[src/rtl/fpcvt_pkg.sv]
package fpcvt_pkg;
  localparam int EXP_W  = 8;
  localparam int MAN_W  = 23;
  localparam int INT_W  = 32;
  localparam int LANES  = 2;
  localparam int FP_W   = 1 + EXP_W + MAN_W;
  localparam int PAIR_W = LANES * INT_W;
endpackage

[src/rtl/fpcvt_lane.sv]
module fpcvt_lane #(
  parameter int EXP_W = fpcvt_pkg::EXP_W,
  parameter int MAN_W = fpcvt_pkg::MAN_W,
  parameter int INT_W = fpcvt_pkg::INT_W
) (
  input  logic [1+EXP_W+MAN_W-1:0] fp_i,
  output logic [INT_W-1:0]         val_o,
  output logic                     invalid_o,
  output logic                     inexact_o
);
  localparam int FP_W   = 1 + EXP_W + MAN_W;
  localparam int BIAS   = (1 << (EXP_W - 1)) - 1;
  localparam int SH_W   = $clog2(INT_W);
  localparam int WIDE_W = MAN_W + INT_W;
  localparam logic [EXP_W-1:0] BIAS_E  = EXP_W'(BIAS);
  localparam logic [EXP_W-1:0] LIMIT_E = EXP_W'(BIAS + INT_W - 1);
  localparam logic [INT_W-1:0] INDEF   = {1'b1, {(INT_W-1){1'b0}}};

  logic              sgn;
  logic [EXP_W-1:0]  expo;
  logic [MAN_W-1:0]  frac;
  logic [EXP_W-1:0]  exp_off;
  logic [SH_W-1:0]   sh;
  logic [WIDE_W-1:0] wide;
  logic [INT_W-1:0]  mag;
  logic              special, tiny, big, min_exact;

  assign sgn  = fp_i[FP_W-1];
  assign expo = fp_i[FP_W-2:MAN_W];
  assign frac = fp_i[MAN_W-1:0];

  assign special   = &expo;
  assign tiny      = expo < BIAS_E;
  assign big       = !special && (expo >= LIMIT_E);
  assign min_exact = sgn && (expo == LIMIT_E) && (frac == '0);

  assign exp_off = expo - BIAS_E;
  assign sh      = exp_off[SH_W-1:0];
  assign wide    = {{(INT_W-1){1'b0}}, 1'b1, frac} << sh;
  assign mag     = wide[WIDE_W-1:MAN_W];

  always_comb begin
    invalid_o = special || (big && !min_exact);
    inexact_o = 1'b0;
    val_o     = '0;
    if (special || big) begin
      val_o = INDEF;
    end else if (tiny) begin
      inexact_o = (expo != '0) || (frac != '0);
    end else begin
      val_o     = sgn ? (~mag + 1'b1) : mag;
      inexact_o = wide[MAN_W-1:0] != '0;
    end
  end
endmodule

[src/rtl/fpcvt_outreg.sv]
module fpcvt_outreg #(
  parameter int LANES = fpcvt_pkg::LANES,
  parameter int INT_W = fpcvt_pkg::INT_W
) (
  input  logic                   clk,
  input  logic                   rst,
  input  logic                   in_valid_i,
  input  logic                   ie_mask_i,
  input  logic [LANES*INT_W-1:0] vals_i,
  input  logic [LANES-1:0]       inv_i,
  input  logic [LANES-1:0]       inx_i,
  output logic                   out_valid_o,
  output logic [LANES*INT_W-1:0] result_o,
  output logic [LANES-1:0]       inv_o,
  output logic [LANES-1:0]       inx_o,
  output logic                   ie_trap_o
);
  localparam logic [INT_W-1:0] INDEF = {1'b1, {(INT_W-1){1'b0}}};

  logic trap_now;
  assign trap_now = !ie_mask_i && (|inv_i);

  always_ff @(posedge clk) begin
    if (rst) begin
      out_valid_o <= 1'b0;
      ie_trap_o   <= 1'b0;
      result_o    <= '0;
      inv_o       <= '0;
      inx_o       <= '0;
    end else begin
      out_valid_o <= in_valid_i;
      ie_trap_o   <= in_valid_i && trap_now;
      if (in_valid_i) begin
        inv_o <= inv_i;
        inx_o <= inx_i;
        if (!trap_now) result_o <= vals_i;
      end
    end
  end


  valid_lat_chk: assert property (@(posedge clk) disable iff (rst)
    in_valid_i |=> out_valid_o);

  valid_idle_chk: assert property (@(posedge clk) disable iff (rst)
    !in_valid_i |=> (!out_valid_o && !ie_trap_o && $stable(result_o)));

  trap_hold_chk: assert property (@(posedge clk) disable iff (rst)
    ie_trap_o |-> ($stable(result_o) && (|inv_o) && out_valid_o));

  inx_excl_chk: assert property (@(posedge clk) disable iff (rst)
    (inv_o & inx_o) == '0);

  for (genvar g = 0; g < LANES; g++) begin : g_chk

    indef_lane_chk: assert property (@(posedge clk) disable iff (rst)
      (out_valid_o && !ie_trap_o && inv_o[g]) |-> (result_o[g*INT_W +: INT_W] == INDEF));
  end
endmodule

[src/rtl/fp2int_pair_trunc.sv]
module fp2int_pair_trunc #(
  parameter int SRC_W = 128,
  parameter int EXP_W = fpcvt_pkg::EXP_W,
  parameter int MAN_W = fpcvt_pkg::MAN_W,
  parameter int INT_W = fpcvt_pkg::INT_W,
  parameter int LANES = fpcvt_pkg::LANES
) (
  input  logic                   clk,
  input  logic                   rst,
  input  logic                   in_valid_i,
  input  logic [SRC_W-1:0]       src_i,
  input  logic                   ie_mask_i,
  output logic                   out_valid_o,
  output logic [LANES*INT_W-1:0] result_o,
  output logic [LANES-1:0]       lane_invalid_o,
  output logic [LANES-1:0]       lane_inexact_o,
  output logic                   ie_trap_o
);
  localparam int FP_W   = 1 + EXP_W + MAN_W;
  localparam int USED_W = LANES * FP_W;

  logic [LANES*INT_W-1:0] vals;
  logic [LANES-1:0]       inv, inx;

  for (genvar l = 0; l < LANES; l++) begin : g_lane
    fpcvt_lane #(.EXP_W(EXP_W), .MAN_W(MAN_W), .INT_W(INT_W)) u_lane (
      .fp_i      (src_i[l*FP_W +: FP_W]),
      .val_o     (vals[l*INT_W +: INT_W]),
      .invalid_o (inv[l]),
      .inexact_o (inx[l])
    );
  end

  if (SRC_W > USED_W) begin : g_hi
    logic unused_hi;
    assign unused_hi = ^src_i[SRC_W-1:USED_W];
  end

  fpcvt_outreg #(.LANES(LANES), .INT_W(INT_W)) u_out (
    .clk         (clk),
    .rst         (rst),
    .in_valid_i  (in_valid_i),
    .ie_mask_i   (ie_mask_i),
    .vals_i      (vals),
    .inv_i       (inv),
    .inx_i       (inx),
    .out_valid_o (out_valid_o),
    .result_o    (result_o),
    .inv_o       (lane_invalid_o),
    .inx_o       (lane_inexact_o),
    .ie_trap_o   (ie_trap_o)
  );
endmodule

[config.mk]
export PLATFORM = sky130hd
export DESIGN_NAME = fp2int_pair_trunc
export DESIGN_NICKNAME = d
export VERILOG_FILES = /design/src/rtl/fpcvt_pkg.sv /design/src/rtl/fpcvt_lane.sv /design/src/rtl/fpcvt_outreg.sv /design/src/rtl/fp2int_pair_trunc.sv
export SDC_FILE = /design/constraint.sdc
export NUM_CORES = 1
export LEC_CHECK = 0
export ABC_CLOCK_PERIOD_IN_PS = 12400
export BUFFER_PORTS_ARGS = -buffer_cell sky130_fd_sc_hd__buf_2
export CORE_MARGIN = 8
export CORE_UTILIZATION = 43
export CTS_CLUSTER_DIAMETER = 100
export DETAILED_ROUTE_END_ITERATION = 6
export PLACE_DENSITY = 0.66
export SLEW_MARGIN = 20
export SYNTH_ARGS = -nofsm -noshare
export SYNTH_HDL_FRONTEND = slang
export SYNTH_SLANG_ARGS = --single-unit
[constraint.sdc]
create_clock -name clk -period 12.4 [get_ports clk]
set_input_delay 0 -clock clk [delete_from_list [all_inputs] [get_ports clk]]
set_output_delay 0 -clock clk [all_outputs]
set_load 0.005 [all_outputs]
Word level (Yosys, flattened, before mapping)
Cells that the tools add are included.
{ "totals": {"reg_bits": 70, "input_bits": 132, "out_inout_bits": 70, "word_cells": 63} }
{ "op_classes": {"add_sub_neg": 4, "order_cmp": 4, "eq_ne": 2, "n_shift": 2, "muxes": 10, "bitwise": 3, "n_reduce_logical": 33} }
{ "op_table": {"columns": ["op", "n"], "rows": [
  ["$mux W32", 6],
  ["$shl A24 B5 Y55", 2],
  ["$reduce_bool A23 Y1", 4],
  ["$add A32 B1 Y32 const B", 2],
  ["$not A32 Y32", 2],
  ["$logic_not A23 Y1", 2],
  ["$eq A8 B8 Y1 const B", 2],
  ["$ge A8 B8 Y1 const B", 2],
  ["$lt A8 B7 Y1 const B", 2],
  ["$reduce_and A8 Y1", 2],
  ["$reduce_bool A8 Y1", 2],
  ["$logic_and A1 B1 Y1", 10],
  ["$sub A5 B5 Y5 const B", 2],
  ["$logic_or A1 B1 Y1", 6],
  ["$logic_not A1 Y1", 5],
  ["$mux W1", 4],
  ["$reduce_and A2 Y1", 1],
  ["$reduce_or A2 Y1", 1],
  ["$not A1 Y1", 1]
]} }

Longest topological paths before layout
{ "depth": {"depth_word": 10, "depth_mapped": 25, "mapped_depth_nobuf": 18} }

By module
Synthesis repeated with hierarchy kept, for this count alone.
{ "unflattened": {"cells_unflattened": 1322, "hier_area_um2": 10403.7} }
{ "by_module_without_submodules": {"columns": ["module", "n_inst", "cells_each", "area_each_um2", "seq_area_each_um2"], "rows": [
  ["fpcvt_lane", 2, 506, 3564.7, 0.0],
  ["fpcvt_outreg", 1, 310, 3274.4, 1401.3]
]} }

Worst setup path after synthesis
Ideal clock, no wire load.
{ "synth_timing": {"path_kind": "input to register", "from": "input port src_i[55]", "to": "register u_out.result_o[56]", "setup_ns": 0.117, "arrival_time_ns": 4.207, "t_required_ns": 12.283, "setup_slack_ns": 8.077, "stages": 24, "path_buffers": 8, "cell_sequence": "buf_6 > buf_8 > buf_2 > buf_2 > inv_1 > ha_1 > buf_2 > buf_2 > buf_1 > clkbuf_1 > o31a_1 > nand2_1 > o21ai_0 > o22ai_1 > inv_1 > ha_1 > nand2_1 > nor2_1 > a32oi_1 > and3b_1 > o211ai_4 > o41ai_2 > xor2_1 > a22o_1"} }
{ "synth_via": {"elab_chain_len": 10, "elab_cells_between_ends": 23, "classes_between": "add/sub: 2; order compare: 2; eq/ne: 1; shift: 1; mux: 3; bitwise: 2; reduce/logical: 12"} }
{ "synth_lines": {"columns": ["item", "line", "source"], "rows": [
  ["start: declaration", "fp2int_pair_trunc.sv:11", "input logic [SRC_W-1:0] src_i,"],
  ["parallel branches: the longest is 10 deep, another holds $add A32 B1 Y32", null, null],
  ["end signal: assignment", "fpcvt_outreg.sv:36", "if (!trap_now) result_o <= vals_i;"],
  ["end: declaration", "fpcvt_outreg.sv:13", "output logic [LANES*INT_W-1:0] result_o,"]
]} }
Several ways; the timed one is not identified.
A chain may end at the register's enable or synchronous reset.

Final worst setup path
{ "layout_timing": {"from": "input port src_i[23]", "to": "register u_out.result_o[24]"} }
The elaborated chain is that of the path after synthesis.

==> flow_summary.toml <==
[power]
power_w = 0.001011
power_leakage_nw = 3.950
power.switching_w = 0.0004153
p_int_w = 0.0005956
comb_power_share = 0.482
swShare = 0.4108
clockPowerShare = 0.277
power_frac_seq = 0.241
powerDensity_nw_per_um2 = 102.3
max-vdd-ir-drop_mv = 0.05794

[critical_path]
cp_max_fo = 43
start_kind = "primary input"
critical_path_required_ns = 12.60
setup.worst_path.class = "primary input to flip-flop"
arrival_ns = 5.97
cp-end-kind = "flip-flop"

[run]
max_cap_violations = 0

[synth]
ys_warn_count = 0
syn_area_per_cell_um2 = 7.510
yosys.area_share.simple = 0.2362
ys.flop_type = "dfxtp_1"
synth_xor_xnor_area_share = 0.05826
synth.net_count = 1300
synth_cells = 1158
synth_top_family_by_area = "compound AO/OA/AOI/OAI gates"
synth_edf_count = 0
yosysSeqAreaShare = 0.1611
synth_fa_ha_area_frac = 0.01439
async_flop_share = 0
syn_area_um2 = 8697
synth_cell_type_count = 80
synth-compound-area-share = 0.2519
synth.area.mux_share = 0.2207
synth_seq_cells = 70

[routing]
num_vias = 9484
routedWlPerCell_um = 20.44
firstDrtPassIters = 6
viasPerCell = 6.293
wl_mm = 30.81
drc = 0
first_iter_violations = 863
ant_nets = 0

[floorplanning]
coreArea_um2 = 20040
dieWidth_um = 158.2
num_rows = 52
start_util = 0.4340
pin_count = 202
die_y_um = 158.2
dieArea_um2 = 25030

[finish]
antenna_cells = 0
area_growth_pct = 13.60
final_nets = 1374
fill_cells = 2049
drive_gt1_frac = 0.2215

[clock_network]
numCtsBuffers = 9
cts_root_buf = "clkbuf_16"
clock_latency_ns = 0.34
h-tree-depth = 3
cts_resized = 0
path_clk_slew_ns = 0.06
cts_tree = "built"
cts_sinks = 70
postCtsSetupBuffers = 0
cts_max_path_buffers = 2

[global_routing]
grtUsageTotal = 0.2451
grt_overflow = 0
antenna_found_initial = 0
grt_pass1_wl_mm = 48.41
grt_pass1_vias = 8751
grt_max_degree = 53

[sta]
rsz0062_at_grt = "no"
finalCritPeriodShare = 0.4656
fin_skew_ns = 0
worst_slack_ns = 6.626
worst_pin_slew_ns = 1.044
max_freq_mhz = 173.2
finalMaxSlewViolations = 0
finalSetupViolCount = 0
setup_tns_ns = 0
period_needed_ns = 5.774
finalHoldViolations = 0
slew_headroom = 0.2990

[status]
status = "finished, final reports clean"

[place]
numPortBuffers = 137
place_ws_ns = 6.551
dp_hpwl_mm = 23.54
place_congestion = 0.9245

[worst_hold_path]
hp-class = "primary input to flip-flop"
-- kinds of logic (layout without fill, tap and decap cells) --
logic type                 after synthesis  count (layout)
muxes                                  143             143
and+or+nand+nor                        439             439
adders and majority gates               10              10
xor gates and xnor gates                57              57
DFF                                     70              70
AOI/OAI and AO/OA                      326             326
buffers and inverters                  113             192
-- through the flow --
step | cell area [µm²] | util | instances | hold slack [ns]
after floorplan | 8697 | - | 1158 | 0.1552
after global placement | 9520 | 0.4751 | 1489 | 0.3497
after detailed placement | 9520 | 0.4751 | 1489 | 0.3560
after CTS | 9852 | 0.4916 | 1506 | 0.007762
after global routing | 9879 | 0.4930 | 1507 | 0.02395
final | 9879 | 0.4930 | 1507 | 0.01377
-- power by group through the flow --
stage	Clock (W)	Sequential (W)	Combinational, W
after floorplan	0	0.000247	0.000342
after global placement	0	0.000248	0.000472
after detailed placement	0	0.000248	0.000475
after CTS	0.000285	0.000243	0.000478
after global routing	0.000295	0.000244	0.000529
final	0.000280	0.000243	0.000487
-- timing repair --
item	CTS	global route
endpoints found under the setup margin	0	0
endpoints found under the hold margin	1	0
hold buffers	1	0
-- critical path, stage by stage --
cell and delay, ns:
buf_2 0.60, inv_2 0.42, ha_2 1.11, nor2b_1 0.35, o21a_1 0.35, mux2i_1 0.28, o21ai_0 0.59, mux2i_1 0.32
inv_1 0.21, ha_1 0.21, a21boi_1 0.50, nand4_1 0.40, o21ai_0 0.32, xor2_1 0.21, o21ai_0 0.09
-- layout make-up --
cell class	count	area (µm²)	share of cell area
flip-flops and latches	70	1401	0.1418
clock inverters	7	96.34	0.009752
inverters	21	78.83	0.007979
well taps	270	337.8	0.03419
repair buffers	155	843.3	0.08536
multi-input cells	975	6897	0.6981
clock buffers	9	225.2	0.02280
-- path summary, 6_finish.rpt --
kind                      start                  to  slack [ns]  cells past startpoint
min reg2reg  u_out.result_o[45]  u_out.result_o[45]        0.44                      2
min                   ie_mask_i     u_out.ie_trap_o        0.01                      3
max reg2reg  u_out.result_o[30]  u_out.result_o[30]       11.56                      2
max                   src_i[23]  u_out.result_o[24]        6.63                     15
-- cell usage in the layout, fill, tap and decap left out, types with 11 or more instances in the layout --
master and count:
mux2_2 40, xor2_1 18, nand2_1 150, inv_1 20, xnor2_1 29, o21ai_0 102
mux4_2 35, nor4_1 23, a22oi_1 19, o211ai_1 11, a21oi_1 56, nand3_1 45
a22o_1 11, nor2_1 105, mux2i_1 68, nor3_1 39, a211oi_1 12, a31oi_1 13
buf_4 16, dfxtp_1 70, buf_2 137, and3_1 14
-- sequential cells by signal, summed over array words and instances, names as in the netlist --
| name | flops |
|---|---|
| u_out.ie_trap_o | 1 |
| u_out.inv_o | 2 |
| u_out.out_valid_o | 1 |
| u_out.inx_o | 2 |
| u_out.result_o | 64 |
-- metal layers --
layer | vias up | track usage | share of wire
met3 | 70 | 0.04505 | 0.072
li1 | 4498 | - | -
met5 | - | 0 | 0
met4 | 0 | 0.1055 | 0.037
met2 | 417 | 0.3916 | 0.47
met1 | 4499 | 0.3173 | 0.42
-- Yosys cell counts (22+ instances only) --
cell type | number | area share
nor4_1 | 23 | 0.017
mux4_2 | 35 | 0.091
nor3_1 | 39 | 0.022
xor2_1 | 22 | 0.022
mux2_2 | 40 | 0.052
dfxtp_1 | 70 | 0.16
nor2_1 | 105 | 0.045
o21ai_0 | 102 | 0.059
clkbuf_1 | 52 | 0.022
nand3_1 | 45 | 0.026
nand2_1 | 150 | 0.065
a21oi_1 | 56 | 0.032
mux2i_1 | 68 | 0.078
xnor2_1 | 34 | 0.034
(Power assumes the default switching activity.)
